`config.mk`:
```
export PLATFORM = sky130hd
export DESIGN_NAME = collision_arbiter
export DESIGN_NICKNAME = d
export VERILOG_FILES = /design/src/rtl/collision_arbiter_pkg.sv /design/src/rtl/collision_arbiter_datapath.sv /design/src/rtl/collision_arbiter_control.sv /design/src/rtl/collision_arbiter.sv
export SDC_FILE = /design/constraint.sdc
export NUM_CORES = 1
export LEC_CHECK = 0
export BUFFER_PORTS_ARGS = -buffer_cell sky130_fd_sc_hd__buf_2
export CORE_ASPECT_RATIO = 1.25
export CORE_MARGIN = 2
export CORE_UTILIZATION = 45
export DETAILED_ROUTE_END_ITERATION = 10
export PLACE_DENSITY_LB_ADDON = 0.15
export SYNTH_ARGS = -nofsm -noshare
export SYNTH_HDL_FRONTEND = slang
export SYNTH_HIERARCHICAL = 1
export SYNTH_SLANG_ARGS = --single-unit
```
`constraint.sdc`:
```
create_clock -name clk -period 2.64 [get_ports clk]
set_input_delay 0.528 -clock clk [delete_from_list [all_inputs] [get_ports clk]]
set_output_delay 0.528 -clock clk [all_outputs]
set_load 0.05 [all_outputs]
```
`src/rtl/collision_arbiter_pkg.sv`:
```
package collision_arbiter_pkg;
  localparam int NUM_PORTS = 2;
  localparam int LEFT_IDX  = 0;
  localparam int RIGHT_IDX = 1;

  // Status from the datapath compare stage to the control.
  typedef struct packed {
    logic match;     // both enabled, same address (registered stage)
    logic newLeft;   // left request changed this cycle
    logic newRight;  // right request changed this cycle
  } cmpStatus_t;

  // Strobes from the control back to the datapath.
  typedef struct packed {
    logic blockLeft;
    logic blockRight;
  } blockStrobe_t;

  typedef enum logic [1:0] {
    ARB_IDLE       = 2'd0,
    ARB_LEFT_OWNS  = 2'd1,
    ARB_RIGHT_OWNS = 2'd2
  } arbState_t;
endpackage

```
`src/rtl/collision_arbiter_datapath.sv`:
```
module collision_arbiter_datapath
  import collision_arbiter_pkg::*;
#(
  parameter int ADDR_W = 14
) (
  input  logic                                 clk,
  input  logic                                 rstN,
  input  logic                                 isMaster,
  input  logic [NUM_PORTS-1:0]                 reqEn,
  input  logic [NUM_PORTS-1:0]                 reqWr,
  input  logic [NUM_PORTS-1:0][ADDR_W-1:0]     reqAddr,
  input  logic [NUM_PORTS-1:0]                 busyInN,
  input  blockStrobe_t                         blk,
  output cmpStatus_t                           status,
  output logic [NUM_PORTS-1:0]                 wrEn,
  output logic [NUM_PORTS-1:0]                 rdEn,
  output logic [NUM_PORTS-1:0]                 busyOutN
);
  // Capture stage (first register) and aligned stage (second register).
  logic              capEn   [NUM_PORTS];
  logic              capWr   [NUM_PORTS];
  logic [ADDR_W-1:0] capAddr [NUM_PORTS];
  logic              algEn   [NUM_PORTS];
  logic              algWr   [NUM_PORTS];
  logic [ADDR_W-1:0] algAddr [NUM_PORTS];
  logic [NUM_PORTS-1:0] fresh;
  logic [NUM_PORTS-1:0] blkVec;
  logic [NUM_PORTS-1:0] inhibit;

  assign blkVec = {blk.blockRight, blk.blockLeft};

  for (genvar p = 0; p < NUM_PORTS; p++) begin : g_port
    always_ff @(posedge clk) begin
      if (!rstN) begin
        capEn[p]   <= 1'b0;
        capWr[p]   <= 1'b0;
        capAddr[p] <= '0;
        algEn[p]   <= 1'b0;
        algWr[p]   <= 1'b0;
        algAddr[p] <= '0;
      end else begin
        capEn[p]   <= reqEn[p];
        capWr[p]   <= reqWr[p];
        capAddr[p] <= reqAddr[p];
        algEn[p]   <= capEn[p];
        algWr[p]   <= capWr[p];
        algAddr[p] <= capAddr[p];
      end
    end

    // A request is new when its enable just rose or its address moved.
    assign fresh[p] = capEn[p] & (~algEn[p] | (capAddr[p] != algAddr[p]));

    // Master uses its own decision; slave uses the external inhibit pin.
    assign inhibit[p]  = isMaster ? blkVec[p] : ~busyInN[p];
    assign wrEn[p]     = algEn[p] & algWr[p] & ~inhibit[p];
    assign rdEn[p]     = algEn[p] & ~algWr[p];
    assign busyOutN[p] = isMaster ? ~blkVec[p] : 1'b1;

    // slave busy pins stay high and the inhibit input kills writes.
    a_r7_slave_busy_high: assert property (@(posedge clk) disable iff (!rstN)
      !isMaster |-> busyOutN[p]);
    a_r7_slave_inhibit: assert property (@(posedge clk) disable iff (!rstN)
      (!isMaster && !busyInN[p]) |-> !wrEn[p]);
    // a port shown busy in master mode never writes.
    a_r6_blocked_no_write: assert property (@(posedge clk) disable iff (!rstN)
      (isMaster && !busyOutN[p]) |-> !wrEn[p]);
  end

  assign status.match    = capEn[LEFT_IDX] & capEn[RIGHT_IDX] &
                           (capAddr[LEFT_IDX] == capAddr[RIGHT_IDX]);
  assign status.newLeft  = fresh[LEFT_IDX];
  assign status.newRight = fresh[RIGHT_IDX];
endmodule

```
`src/rtl/collision_arbiter_control.sv`:
```
module collision_arbiter_control
  import collision_arbiter_pkg::*;
(
  input  logic         clk,
  input  logic         rstN,
  input  cmpStatus_t   status,
  output blockStrobe_t blk
);
  arbState_t state, stateNext;

  always_comb begin
    stateNext = state;
    if (!status.match) begin
      stateNext = ARB_IDLE;
    end else if (state != ARB_IDLE && !status.newLeft && !status.newRight) begin
      stateNext = state;                 // collision unchanged: keep owner
    end else if (status.newLeft && !status.newRight) begin
      stateNext = ARB_RIGHT_OWNS;        // right was there first
    end else begin
      stateNext = ARB_LEFT_OWNS;         // left first, or tie -> left wins
    end
  end

  always_ff @(posedge clk) begin
    if (!rstN) state <= ARB_IDLE;
    else       state <= stateNext;
  end

  assign blk.blockLeft  = (state == ARB_RIGHT_OWNS);
  assign blk.blockRight = (state == ARB_LEFT_OWNS);

  // no collision means both ports free on the next cycle.
  a_r1_no_match_free: assert property (@(posedge clk) disable iff (!rstN)
    !status.match |=> (!blk.blockLeft && !blk.blockRight));
  // simultaneous arrival favours the left port.
  a_r4_tie_left: assert property (@(posedge clk) disable iff (!rstN)
    (status.match && status.newLeft && status.newRight) |=> blk.blockRight);
  // the later arrival is blocked.
  a_r2_later_right: assert property (@(posedge clk) disable iff (!rstN)
    (status.match && status.newRight && !status.newLeft) |=> blk.blockRight);
  a_r2_later_left: assert property (@(posedge clk) disable iff (!rstN)
    (status.match && status.newLeft && !status.newRight) |=> blk.blockLeft);
  // an unchanged collision keeps its owner.
  a_r2_hold_owner: assert property (@(posedge clk) disable iff (!rstN)
    (status.match && (blk.blockLeft || blk.blockRight) &&
     !status.newLeft && !status.newRight) |=> $stable(blk));
endmodule

```
`src/rtl/collision_arbiter.sv`:
```
module collision_arbiter
  import collision_arbiter_pkg::*;
#(
  parameter int ADDR_W = 14
) (
  input  logic              clk,
  input  logic              rstN,
  input  logic              isMaster,
  input  logic              leftEn,
  input  logic [ADDR_W-1:0] leftAddr,
  input  logic              leftWrReq,
  input  logic              leftBusyInN,
  input  logic              rightEn,
  input  logic [ADDR_W-1:0] rightAddr,
  input  logic              rightWrReq,
  input  logic              rightBusyInN,
  output logic              leftBusyOutN,
  output logic              rightBusyOutN,
  output logic              leftWrEn,
  output logic              rightWrEn,
  output logic              leftRdEn,
  output logic              rightRdEn
);
  cmpStatus_t                status;
  blockStrobe_t              blk;
  logic [NUM_PORTS-1:0]      wrEnVec, rdEnVec, busyOutVec;

  collision_arbiter_datapath #(.ADDR_W(ADDR_W)) u_datapath (
    .clk      (clk),
    .rstN     (rstN),
    .isMaster (isMaster),
    .reqEn    ({rightEn, leftEn}),
    .reqWr    ({rightWrReq, leftWrReq}),
    .reqAddr  ({rightAddr, leftAddr}),
    .busyInN  ({rightBusyInN, leftBusyInN}),
    .blk      (blk),
    .status   (status),
    .wrEn     (wrEnVec),
    .rdEn     (rdEnVec),
    .busyOutN (busyOutVec)
  );

  collision_arbiter_control u_control (
    .clk    (clk),
    .rstN   (rstN),
    .status (status),
    .blk    (blk)
  );

  assign leftBusyOutN  = busyOutVec[LEFT_IDX];
  assign rightBusyOutN = busyOutVec[RIGHT_IDX];
  assign leftWrEn      = wrEnVec[LEFT_IDX];
  assign rightWrEn     = wrEnVec[RIGHT_IDX];
  assign leftRdEn      = rdEnVec[LEFT_IDX];
  assign rightRdEn     = rdEnVec[RIGHT_IDX];

  // the two busy outputs are never low together.
  a_r3_busy_exclusive: assert property (@(posedge clk) disable iff (!rstN)
    leftBusyOutN || rightBusyOutN);
endmodule

```
==> metrics.md <==
| Metric | Value |
|---|---|
| Lkg Pwr | `1.18 nW` |
| TritonCTS clock tree | `yes` |
| Number of max-cap violations | `0` |
| TNS Setup | `0 ns` |
| R2R Setup Slk | `0.99 ns` |
| Worst hold path type | `input pin to register` |
| Max incr delay on CP | `0.34 ns` |
| FF-to-FF End | `u_control/state[0]` |
| Avg Cell Area, Syn | `11.1 um^2` |
| Post-synthesis cell type count | `18` |
| Layout cells sized above 1 | `23.8%` |
| Global-route wire length before repair | `6060 um` |
| Sequential area share after synthesis | `57.1%` |
| Routed Antenna Nets | `0` |
| Hold path depth | `2` |
| Setup Fix Bufs, Post-CTS | `0` |
| Avg WL per Cell | `11.3 um` |
| Worst path bufs/invs | `1` |
| Final wirelength | `3630 um` |
| HP Start | `leftEn` |
| CTS Buf Count | `9` |
| Die area | `0.00574 mm^2` |
| Synth top cells by count | `dfxtp_1 (66), and2_1 (63), xnor2_1 (28)` |
| Largest delay contributor family on the critical path | `flip-flops` |
| Htree depth | `3` |
| Critical Path RT | `2.11 ns` |
| Worst Setup Start Kind | `register` |
| Layout Cells excl Fill | `322` |
| Initial antenna violation count | `0` |
| # diodes | `0` |
| Top area cells in the synthesized netlist | `dfxtp_1 (57%), and2_1 (17%), xnor2_1 (11%), xor2_1 (5.3%), nand4_1 (2.4%)` |
| Placed Cells | `308` |
| Via density | `4.44` |
| Die Wd | `68.2 um` |
| Endpoints failing setup | `0` |
| GRT Util Overall | `14.8%` |
| # rows | `29` |
| DRT iter0 DRCs | `51` |
| Peak VDD IR | `0.000377 V` |
| Largest net degree at the start of global routing | `24` |
| R2R Path Start | `u_datapath/capAddr[0][11]` |
| Relative slew slack | `76.8%` |
| Seq cells post-synth | `66` |
| Area delta synth->final | `20.4%` |
| Worst slew pin tran | `0.345 ns` |
| Worst-Skew Late Latency | `0.33 ns` |
| Clock buffer depth | `2` |
| Grt ovf | `0` |
| Critical path type | `register to primary output` |
| Multi-input logic area | `967 um^2` |
| Post-synthesis net count | `245` |
| CP arrival | `1.39 ns` |
| Post-synth top area share | `57.1%` |
| Tcrit/Tclk final | `72.8%` |
| Register Area | `0.00132 mm^2` |
| Port Buf Inserts | `42` |
| Gpl congestion | `0.712` |
| Hold buffers post-CTS | `0` |
| Via count | `1431` |
| Worst path cell trace | `and2b_2, nand2_1, o2111a_1, buf_2` |
| Area of the core | `0.00501 mm^2` |
| CP Capture Type | `primary output` |
| RSZ-0062 raised after global routing | `false` |
| Fin worst setup slack | `0.718 ns` |
| Slowest CP cell | `dfxtp_1` |
| Most frequent cell after synthesis | `dfxtp_1` |
| Post_cts resized | `0` |
| Fin nets | `294` |
| Starting Density | `46.2%` |
| DRC Markers | `0` |
| Min Hold Slack | `0.398 ns` |
| Biggest area consumer among synthesized cells | `dfxtp_1` |
| Post-route clock skew | `0.00641 ns` |
| F_max | `520 MHz` |
| Post-DP HPWL | `2670 um` |
| Synth Instances | `208` |
| Status | `finished, final reports clean` |
| Die height | `84.2 um` |
| Initial DRT Pass Iterations | `4` |
| Final min period | `1.92 ns` |
| Path depth of the worst reg2reg path | `6` |
| Hold path endpoint | `u_datapath/capEn[0]` |
| Root buf cell | `clkbuf_8` |
| Post-synth EDFFs | `0` |
| Fillcell total | `468` |
| Worst Path Max Fanout | `3` |
| Number of global-route vias before repair | `1378` |
| Final Hold Fails | `0` |
| Synthesized cell area | `0.00231 mm^2` |
| Setup WS pre-CTS | `0.944 ns` |
| Clock Pin Slew Worst Setup and Hold Paths | `0.06 ns` |
| Final Max Slew Viols | `0` |
| I/O Pins | `43` |
| Async SR Flop Fraction | `0%` |
| CTS sink count | `66` |
| PwrDens | `727 mW/mm^2` |
| Main synth FF type | `dfxtp_1` |
| Yosys warnings | `6` |
==> routing by layer <==
layer	track usage (%)	share of wire (%)	vias to the layer above
met3	4.02	4.3	8
met2	21.9	46	34
met4	10.4	2.4	0
met1	18.2	48	630
met5	0	0	-
li1	-	-	759
==> cell type report <==
class / count / share of cell area [%]
Tap cell: 62 / 2.78
Inverter: 1 / 0.135
Clock buffer: 11 / 5.43
Multi-Input combinational cell: 135 / 34.7
Timing Repair Buffer: 44 / 8.08
Clock inverter: 3 / 1.44
Sequential cell: 66 / 47.4
==> where the power goes <==
group | switching [mW] | internal, mW | total, mW
Sequential | 0.0355 | 1.04 | 1.08
Combinational | 0.0553 | 0.0826 | 0.138
Clock | 0.336 | 0.473 | 0.810
Total | 0.427 | 1.60 | 2.03
==> placed cells by master, fill, tap and decap left out <==
| cell type | instances |
|---|---|
| a211oi_2 | 1 |
| o31a_1 | 2 |
| nor2_1 | 2 |
| clkinv_2 | 2 |
| nand4_1 | 9 |
| nor4_1 | 3 |
| and2_2 | 1 |
| inv_1 | 1 |
| bufinv_16 | 1 |
| and2_1 | 63 |
| o2111a_1 | 2 |
| nor2b_1 | 3 |
| buf_4 | 2 |
| nor3_1 | 2 |
| xnor2_1 | 28 |
| dfxtp_1 | 66 |
| nand2_1 | 3 |
| xor2_1 | 14 |
| clkbuf_8 | 11 |
| buf_2 | 42 |
| nor2b_4 | 1 |
| and2b_2 | 1 |
==> registers in the layout (all words and copies together), names as in the netlist <==
signal,cells
u_control/state,2
u_datapath/algAddr,28
u_datapath/algEn,2
u_datapath/algWr,2
u_datapath/capAddr,28
u_datapath/capEn,2
u_datapath/capWr,2
==> worst reg2reg max path, cell delays in order, from the launching register on <==
cell and delay [ns]:
dfxtp_1 0.33, xor2_1 0.16, nor4_1 0.30, nand4_1 0.17, o31a_1 0.34, nor2b_1 0.14, a211oi_2 0.14
==> worst max-delay path by stage <==
stage / startpoint / endpoint / slack [ns] / cells after the start
after floorplan: isMaster / rightWrEn / 0.66 / 2
after global placement: isMaster / rightWrEn / 0.97 / 4
after detailed placement: isMaster / rightWrEn / 0.94 / 4
after CTS: u_control/state[1] / rightWrEn / 0.69 / 4
after global routing: u_control/state[1] / rightWrEn / 0.62 / 4
final: u_control/state[1] / rightWrEn / 0.72 / 4
==> cell families (layout without fill, tap and decap cells) <==
logic type	Yosys count	count (layout)	share of synthesized area (%)
xor gates and xnor gates	42	42	15.9
buffers and inverters	7	59	1.13
AOI/OAI and AO/OA	5	5	2.27
and+or+nand+nor	88	88	23.6
DFF	66	66	57.1
==> metrics by stage <==
stage / cell area (um^2) / util, % / total power [mW]
5_1_grt: 2790 / 55.6 / 2.13
3_5_place_dp: 2590 / 51.8 / 1.24
2_1_floorplan: 2310 / - / 1.19
3_3_place_gp: 2590 / 51.8 / 1.24
6_report: 2790 / 55.6 / 2.03
4_1_cts: 2790 / 55.6 / 2.05
No activity file was read; power rests on OpenSTA's default activity.
